## src/rtl/xlat_dist_pkg.sv

```systemverilog
package xlat_dist_pkg;
  typedef enum logic {
    DIST_IDLE,
    DIST_SEND
  } dist_state_t;

  // strobes from control to datapath
  typedef struct packed {
    logic latchRsp;  // capture result and matching slot
    logic retire;    // free the slot being distributed
  } dist_strobe_t;
endpackage

```

## src/rtl/xlat_dist_dp.sv

```systemverilog
module xlat_dist_dp
  import xlat_dist_pkg::*;
#(
  parameter int NUM_ENTRIES = 4,
  parameter int MAX_MEMBERS = 4,
  parameter int NUM_PORTS   = 4,
  parameter int VA_W        = 32,
  parameter int PA_W        = 32,
  parameter int BASE_SHIFT  = 12,
  parameter int SIZE_W      = 5,
  parameter int HIT_W       = 2,
  localparam int PORT_W = $clog2(NUM_PORTS),
  localparam int CNT_W  = $clog2(MAX_MEMBERS + 1),
  localparam int IDX_W  = $clog2(MAX_MEMBERS),
  localparam int EIDX_W = $clog2(NUM_ENTRIES),
  localparam int KEY_W  = VA_W - BASE_SHIFT
) (
  input  logic                          clk,
  input  logic                          rstN,
  input  dist_strobe_t                  strobe,
  input  logic                          allocValid,
  output logic                          allocReady,
  input  logic [CNT_W-1:0]              allocCount,
  input  logic [MAX_MEMBERS*VA_W-1:0]   allocVaddr,
  input  logic [MAX_MEMBERS*PORT_W-1:0] allocPort,
  input  logic [MAX_MEMBERS-1:0]        allocPrefetch,
  input  logic [KEY_W-1:0]              qryPage,
  output logic                          qryHit,
  input  logic [KEY_W-1:0]              rspPage,
  input  logic [PA_W-1:0]               rspPaddr,
  input  logic [SIZE_W-1:0]             rspSizeLog2,
  input  logic                          rspUncache,
  input  logic [HIT_W-1:0]              rspHitLevel,
  output logic                          rspHit,
  input  logic [CNT_W-1:0]              memIdx,
  output logic [CNT_W-1:0]              curCount,
  output logic [PORT_W-1:0]             curPort,
  output logic [PA_W-1:0]               outPaddr,
  output logic                          outUncache,
  output logic [HIT_W-1:0]              outHitLevel,
  output logic                          outPopCount,
  output logic                          outFirst
);
  logic [NUM_ENTRIES-1:0] entValid;
  logic [KEY_W-1:0]       entKey   [NUM_ENTRIES];
  logic [CNT_W-1:0]       entCount [NUM_ENTRIES];
  logic [VA_W-1:0]        entVa    [NUM_ENTRIES][MAX_MEMBERS];
  logic [PORT_W-1:0]      entPort  [NUM_ENTRIES][MAX_MEMBERS];
  logic [MAX_MEMBERS-1:0] entPref  [NUM_ENTRIES];

  logic [NUM_ENTRIES-1:0] rspMatch, qryMatch;
  logic [EIDX_W-1:0]      freeIdx, hitIdx, selEnt;
  logic                   freeAny;

  logic [PA_W-1:0]   rPaddr;
  logic [SIZE_W-1:0] rSize;
  logic              rUnc;
  logic [HIT_W-1:0]  rHit;

  genvar e;
  generate
    for (e = 0; e < NUM_ENTRIES; e++) begin : g_cmp
      assign rspMatch[e] = entValid[e] && (entKey[e] == rspPage);
      assign qryMatch[e] = entValid[e] && (entKey[e] == qryPage);
    end
  endgenerate

  always_comb begin
    freeIdx = '0;
    freeAny = 1'b0;
    hitIdx  = '0;
    for (int i = NUM_ENTRIES - 1; i >= 0; i--) begin
      if (!entValid[i]) begin
        freeIdx = EIDX_W'(i);
        freeAny = 1'b1;
      end
      if (rspMatch[i]) hitIdx = EIDX_W'(i);
    end
  end

  assign allocReady = freeAny;
  assign qryHit     = |qryMatch;
  assign rspHit     = |rspMatch;

  always_ff @(posedge clk) begin
    if (!rstN) begin
      entValid <= '0;
    end else begin
      if (strobe.retire) entValid[selEnt] <= 1'b0;
      if (allocValid && freeAny) entValid[freeIdx] <= 1'b1;
    end
  end

  always_ff @(posedge clk) begin
    if (allocValid && freeAny) begin
      entKey[freeIdx]   <= allocVaddr[VA_W-1:BASE_SHIFT];
      entCount[freeIdx] <= allocCount;
      entPref[freeIdx]  <= allocPrefetch;
      for (int m = 0; m < MAX_MEMBERS; m++) begin
        entVa[freeIdx][m]   <= allocVaddr[m*VA_W +: VA_W];
        entPort[freeIdx][m] <= allocPort[m*PORT_W +: PORT_W];
      end
    end
  end

  always_ff @(posedge clk) begin
    if (!rstN) begin
      selEnt <= '0;
      rPaddr <= '0;
      rSize  <= '0;
      rUnc   <= 1'b0;
      rHit   <= '0;
    end else if (strobe.latchRsp) begin
      selEnt <= hitIdx;
      rPaddr <= rspPaddr;
      rSize  <= rspSizeLog2;
      rUnc   <= rspUncache;
      rHit   <= rspHitLevel;
    end
  end

  logic [IDX_W-1:0] mIdx;
  logic [PA_W-1:0]  pageMask, memOffset;

  assign mIdx      = memIdx[IDX_W-1:0];
  assign pageMask  = (PA_W'(1) << rSize) - PA_W'(1);
  assign memOffset = PA_W'(entVa[selEnt][mIdx]) & pageMask;

  assign curCount    = entCount[selEnt];
  assign curPort     = entPort[selEnt][mIdx];
  assign outFirst    = (memIdx == '0);
  assign outPaddr    = outFirst ? rPaddr : ((rPaddr & ~pageMask) | memOffset);
  assign outUncache  = rUnc;
  assign outHitLevel = rHit;
  assign outPopCount = ~entPref[selEnt][mIdx];
endmodule

```

## src/rtl/xlat_dist_ctrl.sv

```systemverilog
module xlat_dist_ctrl
  import xlat_dist_pkg::*;
#(
  parameter int MAX_MEMBERS = 4,
  parameter int NUM_PORTS   = 4,
  localparam int PORT_W = $clog2(NUM_PORTS),
  localparam int CNT_W  = $clog2(MAX_MEMBERS + 1)
) (
  input  logic                 clk,
  input  logic                 rstN,
  input  logic                 rspValid,
  output logic                 rspReady,
  input  logic                 rspHit,
  input  logic [CNT_W-1:0]     curCount,
  input  logic [PORT_W-1:0]    curPort,
  input  logic [NUM_PORTS-1:0] outReady,
  output logic [NUM_PORTS-1:0] outValid,
  output logic [CNT_W-1:0]     memIdx,
  output dist_strobe_t         strobe,
  output logic                 rspErr
);
  dist_state_t state;
  logic        sending, fire, lastMem, dropRsp;

  assign sending  = (state == DIST_SEND);
  assign rspReady = !sending;
  assign fire     = sending && outReady[curPort];
  assign lastMem  = (memIdx + CNT_W'(1)) >= curCount;
  assign dropRsp  = !sending && rspValid && !rspHit;
  assign outValid = sending ? (NUM_PORTS'(1) << curPort) : '0;

  assign strobe.latchRsp = !sending && rspValid && rspHit;
  assign strobe.retire   = fire && lastMem;

  always_ff @(posedge clk) begin
    if (!rstN) begin
      state  <= DIST_IDLE;
      memIdx <= '0;
      rspErr <= 1'b0;
    end else begin
      rspErr <= dropRsp;
      if (strobe.latchRsp) begin
        state  <= DIST_SEND;
        memIdx <= '0;
      end else if (fire) begin
        if (lastMem) state <= DIST_IDLE;
        else memIdx <= memIdx + CNT_W'(1);
      end
    end
  end
endmodule

```

## src/rtl/xlat_resp_distributor.sv

```systemverilog
module xlat_resp_distributor
  import xlat_dist_pkg::*;
#(
  parameter int NUM_ENTRIES = 4,
  parameter int MAX_MEMBERS = 4,
  parameter int NUM_PORTS   = 4,
  parameter int VA_W        = 32,
  parameter int PA_W        = 32,
  parameter int BASE_SHIFT  = 12,
  parameter int SIZE_W      = 5,
  parameter int HIT_W       = 2,
  localparam int PORT_W = $clog2(NUM_PORTS),
  localparam int CNT_W  = $clog2(MAX_MEMBERS + 1),
  localparam int KEY_W  = VA_W - BASE_SHIFT
) (
  input  logic                          clk,
  input  logic                          rstN,
  input  logic                          allocValid,
  output logic                          allocReady,
  input  logic [CNT_W-1:0]              allocCount,
  input  logic [MAX_MEMBERS*VA_W-1:0]   allocVaddr,
  input  logic [MAX_MEMBERS*PORT_W-1:0] allocPort,
  input  logic [MAX_MEMBERS-1:0]        allocPrefetch,
  input  logic [KEY_W-1:0]              qryPage,
  output logic                          qryHit,
  input  logic                          rspValid,
  output logic                          rspReady,
  input  logic [KEY_W-1:0]              rspPage,
  input  logic [PA_W-1:0]               rspPaddr,
  input  logic [SIZE_W-1:0]             rspSizeLog2,
  input  logic                          rspUncache,
  input  logic [HIT_W-1:0]              rspHitLevel,
  output logic [NUM_PORTS-1:0]          outValid,
  input  logic [NUM_PORTS-1:0]          outReady,
  output logic [PA_W-1:0]               outPaddr,
  output logic                          outUncache,
  output logic [HIT_W-1:0]              outHitLevel,
  output logic                          outPopCount,
  output logic                          outFirst,
  output logic                          rspErr
);
  dist_strobe_t      strobe;
  logic              rspHit;
  logic [CNT_W-1:0]  memIdx, curCount;
  logic [PORT_W-1:0] curPort;

  xlat_dist_ctrl #(
    .MAX_MEMBERS(MAX_MEMBERS),
    .NUM_PORTS  (NUM_PORTS)
  ) u_ctrl (
    .clk     (clk),
    .rstN    (rstN),
    .rspValid(rspValid),
    .rspReady(rspReady),
    .rspHit  (rspHit),
    .curCount(curCount),
    .curPort (curPort),
    .outReady(outReady),
    .outValid(outValid),
    .memIdx  (memIdx),
    .strobe  (strobe),
    .rspErr  (rspErr)
  );

  xlat_dist_dp #(
    .NUM_ENTRIES(NUM_ENTRIES),
    .MAX_MEMBERS(MAX_MEMBERS),
    .NUM_PORTS  (NUM_PORTS),
    .VA_W       (VA_W),
    .PA_W       (PA_W),
    .BASE_SHIFT (BASE_SHIFT),
    .SIZE_W     (SIZE_W),
    .HIT_W      (HIT_W)
  ) u_dp (
    .clk          (clk),
    .rstN         (rstN),
    .strobe       (strobe),
    .allocValid   (allocValid),
    .allocReady   (allocReady),
    .allocCount   (allocCount),
    .allocVaddr   (allocVaddr),
    .allocPort    (allocPort),
    .allocPrefetch(allocPrefetch),
    .qryPage      (qryPage),
    .qryHit       (qryHit),
    .rspPage      (rspPage),
    .rspPaddr     (rspPaddr),
    .rspSizeLog2  (rspSizeLog2),
    .rspUncache   (rspUncache),
    .rspHitLevel  (rspHitLevel),
    .rspHit       (rspHit),
    .memIdx       (memIdx),
    .curCount     (curCount),
    .curPort      (curPort),
    .outPaddr     (outPaddr),
    .outUncache   (outUncache),
    .outHitLevel  (outHitLevel),
    .outPopCount  (outPopCount),
    .outFirst     (outFirst)
  );
endmodule

```

## config.mk

```make
export PLATFORM = sky130hd
export DESIGN_NAME = xlat_resp_distributor
export DESIGN_NICKNAME = d
export VERILOG_FILES = /design/src/rtl/xlat_dist_pkg.sv /design/src/rtl/xlat_dist_dp.sv /design/src/rtl/xlat_dist_ctrl.sv /design/src/rtl/xlat_resp_distributor.sv
export SDC_FILE = /design/constraint.sdc
export NUM_CORES = 1
export LEC_CHECK = 0
export CAP_MARGIN = 40
export CELL_PAD_IN_SITES_DETAIL_PLACEMENT = 1
export CELL_PAD_IN_SITES_GLOBAL_PLACEMENT = 1
export CORE_ASPECT_RATIO = 1.75
export CORE_MARGIN = 1.5
export CORE_UTILIZATION = 40
export DETAILED_ROUTE_END_ITERATION = 7
export DONT_BUFFER_PORTS = 1
export PLACE_DENSITY_LB_ADDON = 0.1
export SYNTH_ARGS = -nofsm -noshare
export SYNTH_HDL_FRONTEND = slang
export SYNTH_SLANG_ARGS = --single-unit
```

## constraint.sdc

```tcl
create_clock -name clk -period 20.3 [get_ports clk]
set_input_delay 2.03 -clock clk [delete_from_list [all_inputs] [get_ports clk]]
set_output_delay 2.03 -clock clk [all_outputs]
set_load 0.05 [all_outputs]
```

==> results of run 1 <==
[Yosys cell counts (2+ instances only)]
| cell | count |
|---|---|
| sky130_fd_sc_hd__buf_6 | 2 |
| sky130_fd_sc_hd__xor2_1 | 35 |
| sky130_fd_sc_hd__or2_2 | 3 |
| sky130_fd_sc_hd__buf_1 | 16 |
| sky130_fd_sc_hd__dfxtp_1 | 53 |
| sky130_fd_sc_hd__ha_1 | 6 |
| sky130_fd_sc_hd__buf_2 | 10 |
| sky130_fd_sc_hd__nand3_1 | 13 |
| sky130_fd_sc_hd__o21ai_1 | 2 |
| sky130_fd_sc_hd__mux2i_1 | 44 |
| sky130_fd_sc_hd__edfxtp_1 | 560 |
| sky130_fd_sc_hd__nor2b_1 | 6 |
| sky130_fd_sc_hd__o21ai_0 | 18 |
| sky130_fd_sc_hd__mux2_2 | 31 |
| sky130_fd_sc_hd__a32oi_1 | 2 |
| sky130_fd_sc_hd__nor3_1 | 4 |
| sky130_fd_sc_hd__inv_1 | 16 |
| sky130_fd_sc_hd__mux4_2 | 170 |
| sky130_fd_sc_hd__a31oi_1 | 2 |
| sky130_fd_sc_hd__a22oi_1 | 2 |
| sky130_fd_sc_hd__nor2_1 | 70 |
| sky130_fd_sc_hd__a21oi_1 | 17 |
| sky130_fd_sc_hd__o31ai_1 | 2 |
| sky130_fd_sc_hd__nand2b_1 | 8 |
| sky130_fd_sc_hd__mux4_1 | 3 |
| sky130_fd_sc_hd__clkbuf_1 | 72 |
| sky130_fd_sc_hd__xnor2_1 | 129 |
| sky130_fd_sc_hd__nor4_1 | 18 |
| sky130_fd_sc_hd__a22o_1 | 4 |
| sky130_fd_sc_hd__o32ai_1 | 2 |
| sky130_fd_sc_hd__nand2_1 | 33 |
| sky130_fd_sc_hd__nand4_1 | 34 |
[layout make-up]
cell class                      instances  area (sq um)  share of cell area, %
Antenna cell                            5          12.5                 0.0434
Inverter                               17          63.8                  0.221
Multi-Input combinational cell        676          7610                   26.4
Clock inverter                         34           299                   1.04
Tap cell                              812          1020                   3.52
Clock buffer                           72          1510                   5.25
Sequential cell                       613         17900                   62.0
Timing Repair Buffer                   37           438                   1.52
[power breakdown]
| part | leakage (nW) | internal, W | switching (W) | total [W] |
|---|---|---|---|---|
| clock | 0.887 | 0.000590 | 0.000465 | 0.00106 |
| combinational | 2.33 | 0.0000407 | 0.0000531 | 0.0000938 |
| sequential | 5.57 | 0.00141 | 0.0000120 | 0.00143 |
| total | 8.79 | 0.00204 | 0.000531 | 0.00258 |
[worst register-to-register path: stages (launching register included)]
cell                       delay, ns
sky130_fd_sc_hd__dfxtp_4        0.63
sky130_fd_sc_hd__buf_4          0.69
sky130_fd_sc_hd__mux4_1         0.72
sky130_fd_sc_hd__mux4_2         0.64
sky130_fd_sc_hd__mux2i_1        0.53
sky130_fd_sc_hd__mux2i_1        0.18
sky130_fd_sc_hd__nand3_2        0.17
sky130_fd_sc_hd__nor2_2         0.06
sky130_fd_sc_hd__a311oi_2       0.25
[cell usage in the layout, fill, tap and decap left out, types with 4 or more instances in the layout]
master and instances:
sky130_fd_sc_hd__edfxtp_1 560, sky130_fd_sc_hd__mux4_2 170, sky130_fd_sc_hd__xnor2_1 129, sky130_fd_sc_hd__nor2_1 69
sky130_fd_sc_hd__clkbuf_16 57, sky130_fd_sc_hd__dfxtp_1 50, sky130_fd_sc_hd__mux2i_1 44, sky130_fd_sc_hd__xor2_1 35
sky130_fd_sc_hd__nand4_1 34, sky130_fd_sc_hd__nand2_1 33, sky130_fd_sc_hd__mux2_2 31, sky130_fd_sc_hd__buf_4 29
sky130_fd_sc_hd__o21ai_0 18, sky130_fd_sc_hd__nor4_1 18, sky130_fd_sc_hd__a21oi_1 17, sky130_fd_sc_hd__inv_1 15
sky130_fd_sc_hd__nand3_1 13, sky130_fd_sc_hd__clkinv_1 13, sky130_fd_sc_hd__clkbuf_1 12, sky130_fd_sc_hd__clkinv_2 10
sky130_fd_sc_hd__nand2b_1 8, sky130_fd_sc_hd__buf_16 8, sky130_fd_sc_hd__ha_1 6, sky130_fd_sc_hd__diode_2 5
sky130_fd_sc_hd__nor2b_1 5, sky130_fd_sc_hd__bufinv_16 5, sky130_fd_sc_hd__a22o_1 4, sky130_fd_sc_hd__inv_6 4
[cells by family after synthesis]
| logic type | after synthesis |
|---|---|
| buf+inv | 117 |
| compound gates | 63 |
| flops | 613 |
| xor+xnor | 164 |
| fa+ha+maj | 6 |
| mux | 248 |
| simple gates | 195 |
[worst min-delay path by stage]
stage,start,to,slack (ns),depth (start not counted)
6_report,u_dp.rPaddr[16],u_dp.rPaddr[16],0.49,2
5_1_grt,u_dp.rPaddr[16],u_dp.rPaddr[16],0.53,2
4_1_cts,u_dp.rPaddr[16],u_dp.rPaddr[16],0.50,2
3_5_place_dp,u_dp.rPaddr[16],u_dp.rPaddr[16],0.48,2
3_3_place_gp,u_dp.rPaddr[21],u_dp.rPaddr[21],0.47,2
2_1_floorplan,u_dp.rPaddr[12],u_dp.rPaddr[12],0.45,2
[state kept, by name, summed over array words and instances, names as in the netlist, named ones only]
signal / flops
u_dp.outHitLevel: 2
u_dp.entPort: 32
u_ctrl.memIdx: 3
u_dp.entValid: 4
u_dp.entKey: 77
u_ctrl.rspErr: 1
u_ctrl.sending: 1
u_dp.entCount: 12
u_dp.entPref: 16
u_dp.selEnt: 2
u_dp.rPaddr: 32
u_dp.outUncache: 1
u_dp.entVa: 423
u_dp.rSize: 5
[per-layer routing]
| layer | part of all wire (%) | GRT usage [%] |
|---|---|---|
| met3 | 8.0 | 7.98 |
| met2 | 53 | 40.8 |
| met4 | 3.6 | 8.27 |
| met1 | 35 | 24.0 |
| met5 | 0.041 | 0 |
[stage by stage]
stage,cells,utilization (%)
2_1_floorplan,1406,-
3_3_place_gp,2143,41.7
5_1_grt,2265,44.9
6_report,2266,44.9
3_5_place_dp,2155,42.1
4_1_cts,2261,44.9
==> impl_metrics.xml, run 1 <==
<?xml version="1.0" encoding="UTF-8"?>
<metrics>
  <group name="status">
    <metric name="status" unit="">finished clean</metric>
  </group>
  <group name="worst_setup_path">
    <metric name="path_cells" unit="">buf_4, buf_4, buf_16, mux4_2, mux4_2, mux2_2</metric>
    <metric name="reg2reg_slack" unit="ns">16.32</metric>
    <metric name="path_max_fanout" unit="">37</metric>
    <metric name="worst_path_largest_cell_delay" unit="ns">0.68</metric>
    <metric name="critPathRequiredTime" unit="ns">18.27</metric>
    <metric name="regToRegEndpoint" unit="">u_dp.entValid[1]</metric>
    <metric name="critPathCaptureType" unit="">output pin</metric>
    <metric name="worst_setup_path_endpoint" unit="">outPaddr[7]</metric>
    <metric name="worstSetupStartpointType" unit="">flip-flop</metric>
    <metric name="worst-r2r-cell-count" unit="">8</metric>
    <metric name="slowest_stage" unit="">sky130_fd_sc_hd__buf_4</metric>
    <metric name="largest_delay_contributor_family_on_the_critical_path" unit="">multiplexers</metric>
    <metric name="critical_path_stages" unit="">6</metric>
    <metric name="critical_path_class" unit="">flip-flop to output pin</metric>
    <metric name="arrival" unit="ns">4.11</metric>
    <metric name="number_of_buffers_and_inverters_on_the_critical_path" unit="">3</metric>
  </group>
  <group name="pwr">
    <metric name="pwr_density_cell" unit="nW/um^2">89.3</metric>
    <metric name="worst_ir_drop_vdd" unit="mV">0.0720</metric>
    <metric name="power" unit="W">0.00258</metric>
    <metric name="power_leakage" unit="nW">8.79</metric>
  </group>
  <group name="synthesis">
    <metric name="synth_compound_area_share" unit="%">1.57</metric>
    <metric name="synth.yosys.warnings" unit="">0</metric>
    <metric name="synth_simple_gate_area_share" unit="%">3.66</metric>
    <metric name="postSynth.asyncResetShare" unit="%">0</metric>
    <metric name="synth_top_family_by_area" unit="">multiplexers</metric>
    <metric name="syn-cell-area" unit="sq um">25900</metric>
    <metric name="synth.area.mux_share" unit="%">18.1</metric>
    <metric name="synthDominantAreaCellType" unit="">sky130_fd_sc_hd__edfxtp_1</metric>
    <metric name="ys_types" unit="">51</metric>
    <metric name="synth-edff-count" unit="">560</metric>
    <metric name="postSynthNetCount" unit="">1643</metric>
    <metric name="synth.area.top_cells" unit="">sky130_fd_sc_hd__edfxtp_1, sky130_fd_sc_hd__mux4_2, sky130_fd_sc_hd__xnor2_1, sky130_fd_sc_hd__dfxtp_1, sky130_fd_sc_hd__mux2i_1</metric>
    <metric name="synth_top_flop_cell" unit="">sky130_fd_sc_hd__edfxtp_1</metric>
    <metric name="synthAdderAreaFrac" unit="%">0.290</metric>
    <metric name="synthesis.area_per_instance" unit="sq um">18.4</metric>
    <metric name="synth_xor_area_share" unit="%">5.54</metric>
    <metric name="yosysTopAreaCellShare" unit="%">64.9</metric>
    <metric name="post_synth_inst_count" unit="">1406</metric>
    <metric name="synth_seq_area_share" unit="%">69.0</metric>
    <metric name="synth-seq-cells" unit="">613</metric>
  </group>
  <group name="layout">
    <metric name="drive_above_1_share" unit="%">23.2</metric>
    <metric name="area_delta_synth_final" unit="%">11.3</metric>
    <metric name="total_of_fill_cells_in_the_finished_design" unit="">5948</metric>
    <metric name="design.final.nets" unit="">1639</metric>
    <metric name="fin_area" unit="sq um">28800</metric>
  </group>
  <group name="clock_tree">
    <metric name="cts_root_buffer" unit="">sky130_fd_sc_hd__clkbuf_16</metric>
    <metric name="cts_htree_levels" unit="">2</metric>
    <metric name="tritoncts_clock_tree" unit="">yes</metric>
    <metric name="holdBufCountCts" unit="">0</metric>
    <metric name="clock_edge_transition_at_the_registers_on_the_reported_setup_and_hold_paths" unit="ns">0.06</metric>
    <metric name="post-cts-setup-buffers" unit="">0</metric>
    <metric name="cts_sinks" unit="">613</metric>
    <metric name="clock_latency" unit="ns">0.63</metric>
    <metric name="cts-buffers-inserted" unit="">57</metric>
    <metric name="clock_tree.buffer_depth" unit="">3</metric>
    <metric name="cts.repair.resized" unit="">0</metric>
  </group>
  <group name="routing">
    <metric name="postRouteAntennaNets" unit="">0</metric>
    <metric name="routed_wire_length_per_instance" unit="um">32.3</metric>
    <metric name="vias" unit="">12800</metric>
    <metric name="drt-total-wl" unit="um">73300</metric>
    <metric name="detail_route.iter0.violations" unit="">500</metric>
    <metric name="routed_via_density" unit="">5.65</metric>
    <metric name="drc_errors" unit="">0</metric>
    <metric name="dr.pass1.iters" unit="">4</metric>
  </group>
  <group name="sta">
    <metric name="timing_max_transition_violations_final" unit="">0</metric>
    <metric name="relSlewSlack" unit="%">42.5</metric>
    <metric name="maximum_operating_frequency" unit="MHz">163</metric>
    <metric name="layout_min_cycle_time" unit="ns">6.14</metric>
    <metric name="finalSetupViolCount" unit="">0</metric>
    <metric name="hold_violations" unit="">0</metric>
    <metric name="tns" unit="ns">0</metric>
    <metric name="timing.clock.skew" unit="ns">0.0183</metric>
    <metric name="timing.hold.ws" unit="ns">0.492</metric>
    <metric name="timing.final.ws_setup" unit="ns">14.16</metric>
    <metric name="worstMarginPinSlew" unit="ns">0.862</metric>
    <metric name="rsz0062_at_grt" unit="">false</metric>
    <metric name="fin_crit_sh" unit="%">30.3</metric>
  </group>
  <group name="floorplan">
    <metric name="die_outline_area" unit="sq um">66400</metric>
    <metric name="floorplan.core_area" unit="sq um">64200</metric>
    <metric name="floorplan.initialDensity" unit="%">40.4</metric>
    <metric name="num_rows" unit="">123</metric>
    <metric name="dieWidth" unit="um">195</metric>
    <metric name="io_pins" unit="">276</metric>
    <metric name="fp.dieH" unit="um">340</metric>
  </group>
  <group name="job">
    <metric name="cap_violations" unit="">0</metric>
  </group>
  <group name="placement">
    <metric name="placed_cell_area" unit="sq um">27000</metric>
    <metric name="port-buffer-count" unit="">0</metric>
    <metric name="gp_congestion" unit="">0.958</metric>
    <metric name="place_worst_setup_slack" unit="ns">14.44</metric>
    <metric name="dp.final_hpwl" unit="um">51700</metric>
  </group>
  <group name="global_routing">
    <metric name="grt_start_max_net_pins" unit="">52</metric>
    <metric name="globalRoute.totalOverflow" unit="">0</metric>
    <metric name="grt_first_pass_wirelength" unit="um">105000</metric>
    <metric name="antenna_found_initial" unit="">4</metric>
    <metric name="first_global_vias" unit="">14500</metric>
    <metric name="track_usage" unit="%">22.6</metric>
  </group>
  <group name="worst_hold_path">
    <metric name="min_path_type" unit="">flip-flop to flip-flop</metric>
  </group>
</metrics>
Note: power is estimated with default switching activity, not from simulation.
==> inputs of run 2 (changes only) <==
clock period = 5.75 ns   (was 20.3 ns; I/O delays follow)
==> impl_metrics.xml, run 2 (synthesis results as in run 1) <==
<?xml version="1.0" encoding="UTF-8"?>
<metrics>
  <group name="global_routing">
    <metric name="track_usage" unit="%">21.9</metric>
    <metric name="grt_first_pass_wirelength" unit="um">103000</metric>
    <metric name="grt_start_max_net_pins" unit="">115</metric>
    <metric name="first_global_vias" unit="">14400</metric>
    <metric name="antenna_found_initial" unit="">5</metric>
    <metric name="globalRoute.totalOverflow" unit="">0</metric>
  </group>
  <group name="layout">
    <metric name="max_reg_flops" unit="">423</metric>
    <metric name="register_with_the_highest_flop_count" unit="">u_dp.entVa</metric>
    <metric name="post_layout_nonfiller_instances" unit="">2284</metric>
    <metric name="drive_above_1_share" unit="%">23.0</metric>
    <metric name="most-common-layout-cells" unit="">sky130_fd_sc_hd__edfxtp_1, sky130_fd_sc_hd__mux4_2, sky130_fd_sc_hd__xnor2_1</metric>
    <metric name="total_of_fill_cells_in_the_finished_design" unit="">5927</metric>
    <metric name="utilization" unit="%">45.6</metric>
    <metric name="area_delta_synth_final" unit="%">12.9</metric>
    <metric name="largestRegisters" unit="">u_dp.entVa (423), u_dp.entKey (77)</metric>
    <metric name="layout_commonest_cell" unit="">sky130_fd_sc_hd__edfxtp_1</metric>
    <metric name="design.final.nets" unit="">1659</metric>
  </group>
  <group name="floorplan">
    <metric name="die_outline_area" unit="sq um">66400</metric>
    <metric name="fp.dieH" unit="um">340</metric>
    <metric name="io_pins" unit="">276</metric>
    <metric name="num_rows" unit="">123</metric>
    <metric name="floorplan.initialDensity" unit="%">40.4</metric>
    <metric name="floorplan.core_area" unit="sq um">64200</metric>
    <metric name="dieWidth" unit="um">195</metric>
  </group>
  <group name="worst_hold_path">
    <metric name="min_path_type" unit="">input pin to flip-flop</metric>
  </group>
  <group name="sta">
    <metric name="rsz0062_at_grt" unit="">false</metric>
    <metric name="worstMarginPinSlew" unit="ns">0.895</metric>
    <metric name="timing_max_transition_violations_final" unit="">0</metric>
    <metric name="timing.final.ws_setup" unit="ns">1.02</metric>
    <metric name="hold_violations" unit="">0</metric>
    <metric name="timing.clock.skew" unit="ns">0.0226</metric>
    <metric name="finalSetupViolCount" unit="">0</metric>
    <metric name="maximum_operating_frequency" unit="MHz">212</metric>
    <metric name="fin_crit_sh" unit="%">82.2</metric>
    <metric name="layout_min_cycle_time" unit="ns">4.73</metric>
    <metric name="relSlewSlack" unit="%">40.1</metric>
  </group>
  <group name="status">
    <metric name="status" unit="">finished clean</metric>
  </group>
  <group name="worst_setup_path">
    <metric name="regToRegEndpoint" unit="">u_dp.rPaddr[27]</metric>
    <metric name="critPathCaptureType" unit="">output pin</metric>
    <metric name="worst-r2r-cell-count" unit="">9</metric>
    <metric name="worstSetupStartpointType" unit="">flip-flop</metric>
    <metric name="regToRegStartpoint" unit="">u_dp.entKey[1][4]</metric>
    <metric name="cp_launch_point" unit="">u_dp.rSize[1]</metric>
    <metric name="path_max_fanout" unit="">21</metric>
    <metric name="arrival" unit="ns">4.15</metric>
    <metric name="reg2reg_slack" unit="ns">2.28</metric>
    <metric name="critical_path_class" unit="">flip-flop to output pin</metric>
    <metric name="critPathRequiredTime" unit="ns">5.18</metric>
    <metric name="worst_setup_path_endpoint" unit="">outPaddr[20]</metric>
  </group>
  <group name="placement">
    <metric name="gp_congestion" unit="">0.874</metric>
    <metric name="place_worst_setup_slack" unit="ns">1.71</metric>
    <metric name="port-buffer-count" unit="">0</metric>
    <metric name="dp.final_hpwl" unit="um">48900</metric>
    <metric name="number_of_placed_instances_taps_included" unit="">2146</metric>
  </group>
  <group name="clock_tree">
    <metric name="post-cts-setup-buffers" unit="">0</metric>
    <metric name="clock_tree.buffer_depth" unit="">3</metric>
    <metric name="tritoncts_clock_tree" unit="">yes</metric>
    <metric name="cts_htree_levels" unit="">2</metric>
    <metric name="clock_latency" unit="ns">0.63</metric>
    <metric name="cts-buffers-inserted" unit="">57</metric>
    <metric name="clock_edge_transition_at_the_registers_on_the_reported_setup_and_hold_paths" unit="ns">0.07</metric>
    <metric name="cts_root_buffer" unit="">sky130_fd_sc_hd__clkbuf_16</metric>
    <metric name="cts_sinks" unit="">613</metric>
  </group>
  <group name="routing">
    <metric name="drc_errors" unit="">0</metric>
    <metric name="postRouteAntennaNets" unit="">0</metric>
    <metric name="drt-total-wl" unit="um">71500</metric>
    <metric name="vias" unit="">12900</metric>
    <metric name="dr.pass1.iters" unit="">4</metric>
    <metric name="detail_route.iter0.violations" unit="">601</metric>
    <metric name="routed_via_density" unit="">5.63</metric>
    <metric name="routed_wire_length_per_instance" unit="um">31.3</metric>
  </group>
  <group name="job">
    <metric name="cap_violations" unit="">0</metric>
  </group>
  <group name="pwr">
    <metric name="power_leakage" unit="nW">8.95</metric>
    <metric name="worst_ir_drop_vdd" unit="mV">0.278</metric>
    <metric name="pwr_density_cell" unit="nW/um^2">317</metric>
  </group>
</metrics>
run 2: changes by cell type in the layout (fill, tap and decap cells not counted), moves of 2 or more:
cell | before | now
sky130_fd_sc_hd__clkbuf_16 | 57 | 59
sky130_fd_sc_hd__buf_16 | 8 | 5
sky130_fd_sc_hd__buf_12 | 0 | 10
sky130_fd_sc_hd__inv_6 | 4 | 0
sky130_fd_sc_hd__diode_2 | 5 | 3
sky130_fd_sc_hd__dlygate4sd3_1 | 0 | 28
sky130_fd_sc_hd__clkinv_1 | 13 | 4
sky130_fd_sc_hd__buf_4 | 29 | 14
sky130_fd_sc_hd__clkbuf_8 | 3 | 10
sky130_fd_sc_hd__clkinv_2 | 10 | 14
run 2: critical path, cell delays in order, from the launching register on:
cell,delay [ns]
sky130_fd_sc_hd__dfxtp_1,0.72
sky130_fd_sc_hd__or2_2,0.31
sky130_fd_sc_hd__nor2_1,0.12
sky130_fd_sc_hd__nand3b_1,0.11
sky130_fd_sc_hd__ha_1,0.64
sky130_fd_sc_hd__nand2b_1,0.23
sky130_fd_sc_hd__nor2_1,0.14
sky130_fd_sc_hd__a21oi_1,0.05
sky130_fd_sc_hd__o32ai_1,0.60
sky130_fd_sc_hd__nand2_1,0.16
sky130_fd_sc_hd__mux2_2,0.45
run 2: area by class of cell:
cell class / count / area, sq um / share of cell area (%)
repair buffers: 57 / 723 / 2.47
multi-input cells: 676 / 7620 / 26.1
flip-flops and latches: 613 / 17900 / 61.2
clock inverters: 26 / 272 / 0.928
well taps: 812 / 1020 / 3.47
diodes: 3 / 7.51 / 0.0257
clock buffers: 80 / 1660 / 5.66
inverters: 17 / 65.1 / 0.222
run 2: worst min path at each step:
| stage | startpoint | slack, ns | depth (start not counted) | end |
|---|---|---|---|---|
| floorplan | u_dp.rPaddr[12] | 0.45 | 2 | u_dp.rPaddr[12] |
| global placement | u_dp.rPaddr[1] | 0.47 | 2 | u_dp.rPaddr[1] |
| detailed placement | u_dp.rPaddr[28] | 0.48 | 2 | u_dp.rPaddr[28] |
| CTS | allocVaddr[75] | 0.00004 | 0 | u_dp.entVa[3][43] |
| global route | allocPrefetch[0] | 0.01 | 0 | u_dp.entPref[1][0] |
| finish | allocVaddr[75] | 0.05 | 0 | u_dp.entVa[3][43] |
run 2: timing repair:
action | in CTS | in global routing
hold buffers | 28 | 0
hold endpoints to repair | 85 | 0
resized for setup | 0 | 0
run 2: report_power, final:
part / internal [W] / total (W) / switching, W
Sequential: 0.00499 / 0.00503 / 0.0000425
Combinational: 0.000152 / 0.000336 / 0.000184
Clock: 0.00223 / 0.00389 / 0.00166
Total: 0.00738 / 0.00926 / 0.00189
run 2: routing by layer:
| metal | wire, um | track usage (%) | vias to the layer above |
|---|---|---|---|
| met5 | 13 | 0 | - |
| met4 | 2000 | 6.69 | 2 |
| met3 | 5520 | 7.45 | 97 |
| met2 | 37700 | 39.2 | 353 |
| met1 | 26300 | 24.4 | 6802 |
| li1 | - | - | 5609 |
run 2: stage by stage:
| stage | setup TNS, ns | power [W] | area, sq um | hold WS [ns] |
|---|---|---|---|---|
| floorplan | -275.09 | 0.00535 | 25900 | 0.454 |
| global placement | 0 | 0.00545 | 26800 | 0.467 |
| detailed placement | 0 | 0.00546 | 27000 | 0.480 |
| CTS | 0 | 0.00938 | 29200 | 0.0000353 |
| global route | 0 | 0.00952 | 29200 | 0.0107 |
| finish | 0 | 0.00926 | 29200 | 0.0462 |
